<file path="src/rtl/pwr_seq_pkg.sv">
package pwr_seq_pkg;

  localparam int CFG_W    = 32;
  localparam int MODE_POS = 25;
  localparam int EN_POS   = 24;
  localparam int DLY_LSB  = 16;
  localparam int PCH_LSB  = 0;

  typedef enum logic [1:0] {
    PS_OFF    = 2'd0,
    PS_WEAK   = 2'd1,
    PS_STRONG = 2'd2,
    PS_READY  = 2'd3
  } pwr_state_e;

endpackage

</file>
<file path="src/rtl/pwr_cfg_reg.sv">
module pwr_cfg_reg
  import pwr_seq_pkg::*;
#(
  parameter int          DLY_W   = 8,
  parameter int          PCH_W   = 8,
  parameter logic [7:0]  DLY_RST = 8'h30,
  parameter logic [7:0]  PCH_RST = 8'h17
) (
  input  logic             clk,
  input  logic             rst,
  input  logic             we,
  input  logic [CFG_W-1:0] wdata,
  output logic [CFG_W-1:0] rdata,
  output logic             en,
  output logic             fast,
  output logic [DLY_W-1:0] dly,
  output logic [PCH_W-1:0] pch
);

  always_ff @(posedge clk) begin
    if (rst) begin
      en   <= 1'b0;
      fast <= 1'b0;
      dly  <= DLY_W'(DLY_RST);
      pch  <= PCH_W'(PCH_RST);
    end else if (we) begin
      en   <= wdata[EN_POS];
      fast <= wdata[MODE_POS];
      dly  <= wdata[DLY_LSB +: DLY_W];
      pch  <= wdata[PCH_LSB +: PCH_W];
    end
  end

  always_comb begin
    rdata                    = '0;
    rdata[MODE_POS]          = fast;
    rdata[EN_POS]            = en;
    rdata[DLY_LSB +: DLY_W]  = dly;
    rdata[PCH_LSB +: PCH_W]  = pch;
  end

endmodule

</file>
<file path="src/rtl/pwr_ramp_fsm.sv">
module pwr_ramp_fsm
  import pwr_seq_pkg::*;
#(
  parameter int DLY_W = 8,
  parameter int MUL_SH = 3
) (
  input  logic             clk,
  input  logic             rst,
  input  logic             en,
  input  logic             fast,
  input  logic [DLY_W-1:0] dly,
  output logic             pwr_on,
  output logic             pgood,
  output logic             ready
);

  localparam int CNT_W = DLY_W + MUL_SH;

  pwr_state_e       state_q, state_d;
  logic [CNT_W-1:0] cnt_q;

  always_comb begin
    state_d = state_q;
    if (!en) begin
      state_d = PS_OFF;
    end else begin
      case (state_q)
        PS_OFF:    state_d = fast ? PS_STRONG : PS_WEAK;
        PS_WEAK:   if (cnt_q <= CNT_W'(1)) state_d = PS_STRONG;
        PS_STRONG: state_d = PS_READY;
        PS_READY:  state_d = PS_READY;
        default:   state_d = PS_OFF;
      endcase
    end
  end

  always_ff @(posedge clk) begin
    if (rst) begin
      state_q <= PS_OFF;
      cnt_q   <= '0;
      pwr_on  <= 1'b0;
      pgood   <= 1'b0;
      ready   <= 1'b0;
    end else begin
      state_q <= state_d;
      if (state_q == PS_OFF && en && !fast)
        cnt_q <= {dly, {MUL_SH{1'b0}}};
      else if (state_q == PS_WEAK && cnt_q != '0)
        cnt_q <= cnt_q - CNT_W'(1);
      pwr_on <= (state_d != PS_OFF);
      pgood  <= (state_d == PS_STRONG) || (state_d == PS_READY);
      ready  <= (state_d == PS_READY);
    end
  end

  a_r4_pgood_needs_pwr_on: assert property (@(posedge clk) disable iff (rst)
    pgood |-> pwr_on);
  a_r5_ready_after_pgood: assert property (@(posedge clk) disable iff (rst)
    $rose(ready) |-> $past(pgood));
  a_r6_fast_same_cycle: assert property (@(posedge clk) disable iff (rst)
    ($rose(pwr_on) && $past(fast)) |-> pgood);
  a_r4_slow_waits: assert property (@(posedge clk) disable iff (rst)
    ($rose(pwr_on) && !$past(fast)) |-> !pgood);
  a_r8_off_when_disabled: assert property (@(posedge clk) disable iff (rst)
    !en |=> (!pwr_on && !pgood && !ready));

endmodule

</file>
<file path="src/rtl/pwr_precharge.sv">
module pwr_precharge #(
  parameter int PCH_W = 8
) (
  input  logic             clk,
  input  logic             rst,
  input  logic             req,
  input  logic [PCH_W-1:0] pch,
  output logic             pulse
);

  logic             req_q;
  logic [PCH_W-1:0] left_q;
  logic             start;

  assign start = req && !req_q && (left_q == '0);

  always_ff @(posedge clk) begin
    if (rst) begin
      req_q  <= 1'b0;
      left_q <= '0;
    end else begin
      req_q <= req;
      if (start)
        left_q <= pch;
      else if (left_q != '0)
        left_q <= left_q - PCH_W'(1);
    end
  end

  assign pulse = (left_q != '0);

  a_r10_no_retrigger: assert property (@(posedge clk) disable iff (rst)
    (left_q > PCH_W'(1)) |=> (left_q == $past(left_q) - PCH_W'(1)));
  a_r9_zero_count_silent: assert property (@(posedge clk) disable iff (rst)
    (req && !req_q && !pulse && pch == '0) |=> !pulse);

endmodule

</file>
<file path="src/rtl/pwr_ramp_seq.sv">
module pwr_ramp_seq
  import pwr_seq_pkg::*;
#(
  parameter int         DLY_W   = 8,
  parameter int         PCH_W   = 8,
  parameter int         MUL_SH  = 3,
  parameter logic [7:0] DLY_RST = 8'h30,
  parameter logic [7:0] PCH_RST = 8'h17
) (
  input  logic        clk,
  input  logic        rst,
  input  logic        cfg_we,
  input  logic [31:0] cfg_wdata,
  output logic [31:0] cfg_rdata,
  input  logic        ret_req,
  output logic        pwr_on,
  output logic        pgood,
  output logic        ready,
  output logic        precharge
);

  logic             en, fast;
  logic [DLY_W-1:0] dly;
  logic [PCH_W-1:0] pch;

  pwr_cfg_reg #(
    .DLY_W(DLY_W), .PCH_W(PCH_W), .DLY_RST(DLY_RST), .PCH_RST(PCH_RST)
  ) u_cfg (
    .clk(clk), .rst(rst), .we(cfg_we), .wdata(cfg_wdata), .rdata(cfg_rdata),
    .en(en), .fast(fast), .dly(dly), .pch(pch)
  );

  pwr_ramp_fsm #(.DLY_W(DLY_W), .MUL_SH(MUL_SH)) u_fsm (
    .clk(clk), .rst(rst), .en(en), .fast(fast), .dly(dly),
    .pwr_on(pwr_on), .pgood(pgood), .ready(ready)
  );

  pwr_precharge #(.PCH_W(PCH_W)) u_pch (
    .clk(clk), .rst(rst), .req(ret_req), .pch(pch), .pulse(precharge)
  );

  a_r2_reserved_zero: assert property (@(posedge clk) disable iff (rst)
    (cfg_rdata[31:26] == 6'd0) && (cfg_rdata[15:8] == 8'd0));
  a_r3_idle_when_off: assert property (@(posedge clk) disable iff (rst)
    (!en && !pwr_on) |=> !pwr_on);

endmodule

</file>
<file path="config.mk">
export PLATFORM = sky130hd
export DESIGN_NAME = pwr_ramp_seq
export DESIGN_NICKNAME = d
export VERILOG_FILES = /design/src/rtl/pwr_seq_pkg.sv /design/src/rtl/pwr_cfg_reg.sv /design/src/rtl/pwr_ramp_fsm.sv /design/src/rtl/pwr_precharge.sv /design/src/rtl/pwr_ramp_seq.sv
export SDC_FILE = /design/constraint.sdc
export NUM_CORES = 1
export LEC_CHECK = 0
export ABC_AREA = 0
export CORE_ASPECT_RATIO = 2
export CORE_UTILIZATION = 36
export CTS_CLUSTER_DIAMETER = 200
export DETAILED_ROUTE_END_ITERATION = 8
export DONT_BUFFER_PORTS = 1
export PLACE_DENSITY = 0.57
export RECOVER_POWER = 25
export SLEW_MARGIN = 30
export SYNTH_ARGS = -nofsm -noshare
export SYNTH_HDL_FRONTEND = slang
export SYNTH_HIERARCHICAL = 1
export SYNTH_SLANG_ARGS = --single-unit
</file>
<file path="constraint.sdc">
create_clock -name clk -period 1.9 [get_ports clk]
set_clock_uncertainty 0.15 [all_clocks]
set_input_delay 0.38 -clock clk [delete_from_list [all_inputs] [get_ports clk]]
set_output_delay 0.38 -clock clk [all_outputs]
set_load 0.005 [all_outputs]
</file>
# After elaboration in Yosys (flattened, before gate mapping)

Index checks and enable logic that the tools add are counted.

Logic and storage cells: 45
Output and inout bits: 36
Register bits: 43
Input port bits: 36

Muxes and demuxes: 8
Magnitude comparators: 1
Reductions and logical operators: 17
Add/sub/neg operators: 2
Eq/ne operators: 5

Operator list:

| operator                | count |
|---|---|
| $mux W11                | 2 |
| $mux W8                 | 2 |
| $le A11 B1 Y1 const B   | 1 |
| $reduce_bool A11 Y1     | 1 |
| $sub A11 B1 Y11 const B | 1 |
| $eq A2 B2 Y1 const B    | 4 |
| $logic_not A8 Y1        | 1 |
| $reduce_bool A8 Y1      | 1 |
| $sub A8 B1 Y8 const B   | 1 |
| $mux W2                 | 3 |
| $pmux W2 S3             | 1 |
| $reduce_bool A2 Y1      | 3 |
| $logic_and A1 B1 Y1     | 5 |
| $reduce_or A2 Y1        | 2 |
| $eq A2 B1 Y1 const B    | 1 |
| $logic_not A1 Y1        | 2 |
| $logic_not A2 Y1        | 1 |
| $logic_or A1 B1 Y1      | 1 |

# Longest topological paths before layout

Depth after elaboration: 6
Gate-level depth with buffers: 7

# Modules after synthesis

The synthesis kept the hierarchy.

By module, submodules not included:

| module        | area an instance (µm²) | instances | cells each | sequential area each (µm²) |
|---|---|---|---|---|
| pwr_cfg_reg   | 920.9                  | 1         | 91         | 360.3 |
| pwr_ramp_fsm  | 834.6                  | 1         | 93         | 320.3 |
| pwr_precharge | 560.5                  | 1         | 63         | 180.2 |

# Worst setup path before layout

OpenSTA, ideal clock, no wires.

Kind: register to register
Start: register u_pch.left_q[0]
End: register u_pch.left_q[0]
Arrival time: 1774 ps
Library setup time: 86 ps
Slack: -109 ps
Path buffers: 2
Period minus slack after synthesis: 2009 ps
Cell stages (with the launch flop): 8
Path through: dfxtp_1 -> clkbuf_1 -> inv_1 -> ha_1 -> or3b_2 -> buf_1 -> a211o_1 -> a211oi_1

Longest elaborated chain between the ends: 3

RTL lines:

| element                                           | RTL line                                 | text |
|---|---|---|
| start: declaration                                | pwr_precharge.sv:12                      | `logic [PCH_W-1:0] left_q;` |
| start signal: assignment                          | pwr_precharge.sv:24                      | `left_q <= pch;` |
| start signal: assignment                          | pwr_precharge.sv:26                      | `left_q <= left_q - PCH_W'(1);` |
| $sub A8 B1 Y8 or $logic_not A8 Y1 (tied branches) | pwr_precharge.sv:26, pwr_precharge.sv:15 |  |
| $mux W8 or $logic_and A1 B1 Y1 (tied branches)    | pwr_precharge.sv:25, pwr_precharge.sv:15 |  |
| $mux W8 or $reduce_bool A2 Y1 (tied branches)     | --                                       |  |

Several ways; a longest one is shown, not always the timed one. The select of a mux whose other input is x is not followed.
A chain may end at the register's enable or synchronous reset.

# Worst setup path after layout

Start: register u_pch.left_q[1]
End: output port precharge

Longest elaborated chain between the ends: 1

RTL lines:

| element            | RTL line            | text |
|---|---|---|
| $reduce_bool A8 Y1 | pwr_precharge.sv:30 | `assign pulse = (left_q != '0);` |
| end: declaration   | pwr_ramp_seq.sv:19  | `output logic precharge` |

No other way between the ends.

==> run summary <==
The total clock buffers created by CTS is 5, and the critical path arrival is 1.34 ns. Measured along the x axis, the die boundary spans 58.7 microns. The clock tree synthesis step divided the H-tree into 2 levels. Counting both buffers and inverters, the worst setup path holds a total of 3. Share of async-settable or async-resettable flops after synthesis: 0%. For this run, the total global-route usage over all layers was measured as 15.5%.

For the post-synthesis sequential area ratio, the log shows 37.2%. Wires add up to 4.99 mm. The run finished with clean final reports. The tools report the cell area after placement as 2280 sq um.

The number of maximum-capacitance violations was 0. Most common cell after layout, fill and taps aside: sky130_fd_sc_hd__dfxtp_1. The number of cells on the worst hold path was 1; the final worst setup slack was 0.0330 ns.

The worst min-delay path class was input port to register. The logs give 2320 sq um for the cell area after technology mapping and 0 for the number of failing setup endpoints in the final timing report. Measured on the finished design, the core utilization comes to 40.0%. The final critical path takes up 98.3% of the cycle.

The longest clock path from root to sink contains 2 buffers. The signed area change from the synthesized netlist to the final layout was 8.10%. The number of hold-repair buffers added at the cts stage is 0.

Clock tree synthesis selected as its root buffer the cell sky130_fd_sc_hd__clkbuf_16. The worst setup path is launched from a register. A synthesized cell averages 9.38 sq um. The simple-gate share of the synthesized area came out at 21.6%. Endpoint of the most critical register-to-register path: u_fsm/cnt_q[6]$_SDFFE_PP0P_. Counting the fill cells in the layout gives 664. The initial antenna violation count is 0. Before antenna repair, the detailed router went through 3 iterations. The adder-cell area share of the yosys netlist works out to 2.16%. Number of register bits inferred by synthesis: 43.

Static timing analysis puts the maximum clock frequency at 0.536 GHz. The number of placement rows came out at 41. In this run, distinct cell masters in the synthesized netlist total 53. Cell type contributing the most total cell area after synthesis: sky130_fd_sc_hd__dfxtp_1. In the final routed layout, each cell accounts on average for 15.1 microns.

The run gives 0.00206 W as the internal power component. In this run the remaining antenna-violating nets after routing total 0. VDD sags by at most 442 uV. The die is 115 microns tall.

Setup repair after global routing could not meet its margin everywhere. TritonCTS built the clock tree. The number of max-slew violations in the final report is 0, and the switching fraction of total power is 32.3%. The share of synthesized area in the top cell type comes to 37.2%.

72 I/O pins were placed. Detailed-route DRC error count: 0. The logs give 0.000982 W for the net switching component of the power and 0 for the hold violation total from the final report. The portion of synthesized area spent on multiplexers is 6.48%. The repair_antennas step left the layout with diodes totalling 0.

Minimum clock period after layout: 1.87 ns. In this run the worst path has a maximum fanout of 5. The library cells used most frequently in the layout, excluding fill and tap cells, are 39 x sky130_fd_sc_hd__dfxtp_1, 24 x sky130_fd_sc_hd__nor2_1, 19 x sky130_fd_sc_hd__buf_4. The critical path crosses 6 cells after its start point. Summing over every cut layer, the via total after detailed routing is 1,689. The standby leakage power was 0.983 nW; the net total in the final layout was 283. The largest single stage delay on the critical path is 0.35 ns. By area the synthesized netlist is led by sky130_fd_sc_hd__dfxtp_1 37%, sky130_fd_sc_hd__buf_4 10%, sky130_fd_sc_hd__mux2i_1 6.5%, sky130_fd_sc_hd__nor2_1 3.9%, sky130_fd_sc_hd__a211oi_1 3.2%.

Counting cells, the worst reg-to-reg path comes to 6. During synthesis, Yosys emitted a total of 6 warnings. The detail-routed via count per cell is 5.12. Dividing total power by cell area gives a power density of 1210 nW/um^2. The required time of the critical path is 1.37 ns.

For this run the aggregate overflow at the end of global routing stands at 0. The worst register-to-register path begins at u_fsm/cnt_q[1]$_SDFFE_PP0P_. The run gives 247 as the number of instances in the synthesized netlist. The run gives 0.00304 W as the total power draw. The critical path goes through inv_4 > ha_4 > buf_6 > nor3b_2 > buf_4 > nand2_4. OpenSTA, run right after detailed placement, puts the worst setup slack at -0.0470 ns. Among all stages on the critical path, the largest delay is contributed by sky130_fd_sc_hd__dfxtp_2.

The most critical setup path has its startpoint at u_pch/left_q[1]$_SDFFE_PP0P_. The first global-routing pass estimated 7.67 mm of wire. Critical path's top delay family: flip-flops.

The synthesized netlist devotes 15.7% of its cell area to compound gates. The final instance area was 2500 sq um. End point of the critical path: precharge. The critical path is of the register to output port type.

Hold is met by 0.0113 ns. Clock share of power: 27.0%. In this run, the number of DRC markers left after iteration 0 of detailed routing was 48. The relative contribution of combinational cells to total power was 35.3%. For this run, the leading register cell type out of synthesis is sky130_fd_sc_hd__dfxtp_1. For the area of the die, the log shows 6780 sq um. The synthesized netlist devotes 1.13% of its cell area to XOR and XNOR gates.

The logs give 37.7% for the sequential group share of total power and 0.28 ns for the clock latency on the worst-skew pair. Clock-pin slew was measured on the worst setup and hold paths at 0.06 ns. The initial core utilization is 37.0%. Across all register-to-register paths, the minimum setup slack is 0.05 ns. The largest family of logic cells by synthesized area is simple AND/OR/NAND/NOR gates.

The congestion estimate from routability-driven global placement came to 0.845. Port buffering added 0 buffers. The number of sinks handled by clock tree synthesis came out at 43. The number of enable flip-flop cells after synthesis was 0; the largest net degree at the start of global routing was 38. The floorplan step defined a core boundary enclosing 6260 sq um. The worst setup path is captured at an output port.

The share of layout cells above drive strength 1 was 24.2%; the detailed placement HPWL was 3.63 mm. The number of global-route vias before repair was 1,607.
-- final cells by class --
| cell class | count | area (sq um) | share of cell area, % |
|---|---|---|---|
| Inverter | 9 | 36.3 | 1.45 |
| Clock buffer | 7 | 133 | 5.30 |
| Multi-Input combinational cell | 164 | 1200 | 48.0 |
| Clock inverter | 1 | 5.00 | 0.200 |
| Tap cell | 86 | 108 | 4.30 |
| Sequential cell | 43 | 866 | 34.6 |
| Timing Repair Buffer | 20 | 154 | 6.15 |
-- metrics by stage --
| step | TNS (ns) | std cells |
|---|---|---|
| CTS | -0.00253 | 326 |
| detailed placement | -0.106 | 318 |
| finish | 0 | 330 |
| floorplan | 0 | 260 |
| global route | -0.0450 | 330 |
| global placement | 0 | 318 |
-- worst min path at each step --
stage,start,to,slack [ns]
after global placement,rst,u_fsm/cnt_q[10]$_SDFFE_PP0P_,0.30
after global routing,rst,u_pch/left_q[1]$_SDFFE_PP0P_,0.002
final,rst,u_cfg/pch[3]$_SDFFE_PP0P_,0.01
after floorplan,u_cfg/dly[7]$_SDFFE_PP0P_,u_fsm/cnt_q[10]$_SDFFE_PP0P_,0.30
after CTS,rst,u_cfg/pch[3]$_SDFFE_PP0P_,0.004
after detailed placement,rst,u_cfg/dly[7]$_SDFFE_PP0P_,0.31
-- synth_stat cells (3+ instances only) --
cell,instances
sky130_fd_sc_hd__inv_1,9
sky130_fd_sc_hd__mux2i_1,15
sky130_fd_sc_hd__a211o_2,6
sky130_fd_sc_hd__buf_2,3
sky130_fd_sc_hd__a311oi_1,4
sky130_fd_sc_hd__nand2_1,8
sky130_fd_sc_hd__nor2b_1,5
sky130_fd_sc_hd__or4_1,3
sky130_fd_sc_hd__a21oi_1,5
sky130_fd_sc_hd__nand3_1,4
sky130_fd_sc_hd__o211ai_1,4
sky130_fd_sc_hd__buf_6,3
sky130_fd_sc_hd__a211oi_1,10
sky130_fd_sc_hd__buf_4,32
sky130_fd_sc_hd__nor3_1,4
sky130_fd_sc_hd__or3_1,3
sky130_fd_sc_hd__ha_1,4
sky130_fd_sc_hd__clkbuf_1,3
sky130_fd_sc_hd__and2b_2,5
sky130_fd_sc_hd__dfxtp_1,43
sky130_fd_sc_hd__nor3b_1,3
sky130_fd_sc_hd__xnor2_1,3
sky130_fd_sc_hd__nor2_1,24
sky130_fd_sc_hd__nor4_1,3
-- layer usage --
layer  part of all wire, %  wire length, microns  global-route usage, %  up-vias
met4                   3.1                   153                   10.2        0
met5                     0                     0                      0        -
met2                    57                  2840                   29.0       29
li1                      -                     -                      -      830
met1                    36                  1820                   13.9      819
met3                   3.6                   181                   4.13       11
-- power by group through the flow --
stage / Clock [W] / Sequential [W] / Combinational, W
5_1_grt: 0.000879 / 0.00116 / 0.00117
3_3_place_gp: 0 / 0.00115 / 0.000940
6_report: 0.000821 / 0.00115 / 0.00107
4_1_cts: 0.000849 / 0.00114 / 0.000995
3_5_place_dp: 0 / 0.00115 / 0.000950
2_1_floorplan: 0 / 0.00112 / 0.000781
-- state kept, by name, indices dropped and copies added (netlist names) --
signal / flops
u_pch/left_q: 8
u_cfg/dly: 8
u_fsm/state_q: 2
u_cfg/fast: 1
u_cfg/en: 1
u_fsm/cnt_q: 11
u_pch/req_q: 1
u_fsm/ready: 1
u_fsm/pwr_on: 1
u_fsm/pgood: 1
u_cfg/pch: 8
-- kinds of logic after synthesis --
kind of cell / Yosys count
xor gates and xnor gates: 3
and+or+nand+nor: 82
adders and majority gates: 4
AOI/OAI and AO/OA: 46
DFF: 43
buffers and inverters: 53
muxes: 15
other: 1
-- timing repair --
action                     4_1_cts  5_1_grt
pin swaps                        1        5
buffers inserted                 0        4
setup endpoints to repair        5        3
resized for setup               11        4
Power figures use the tool's default switching activity.
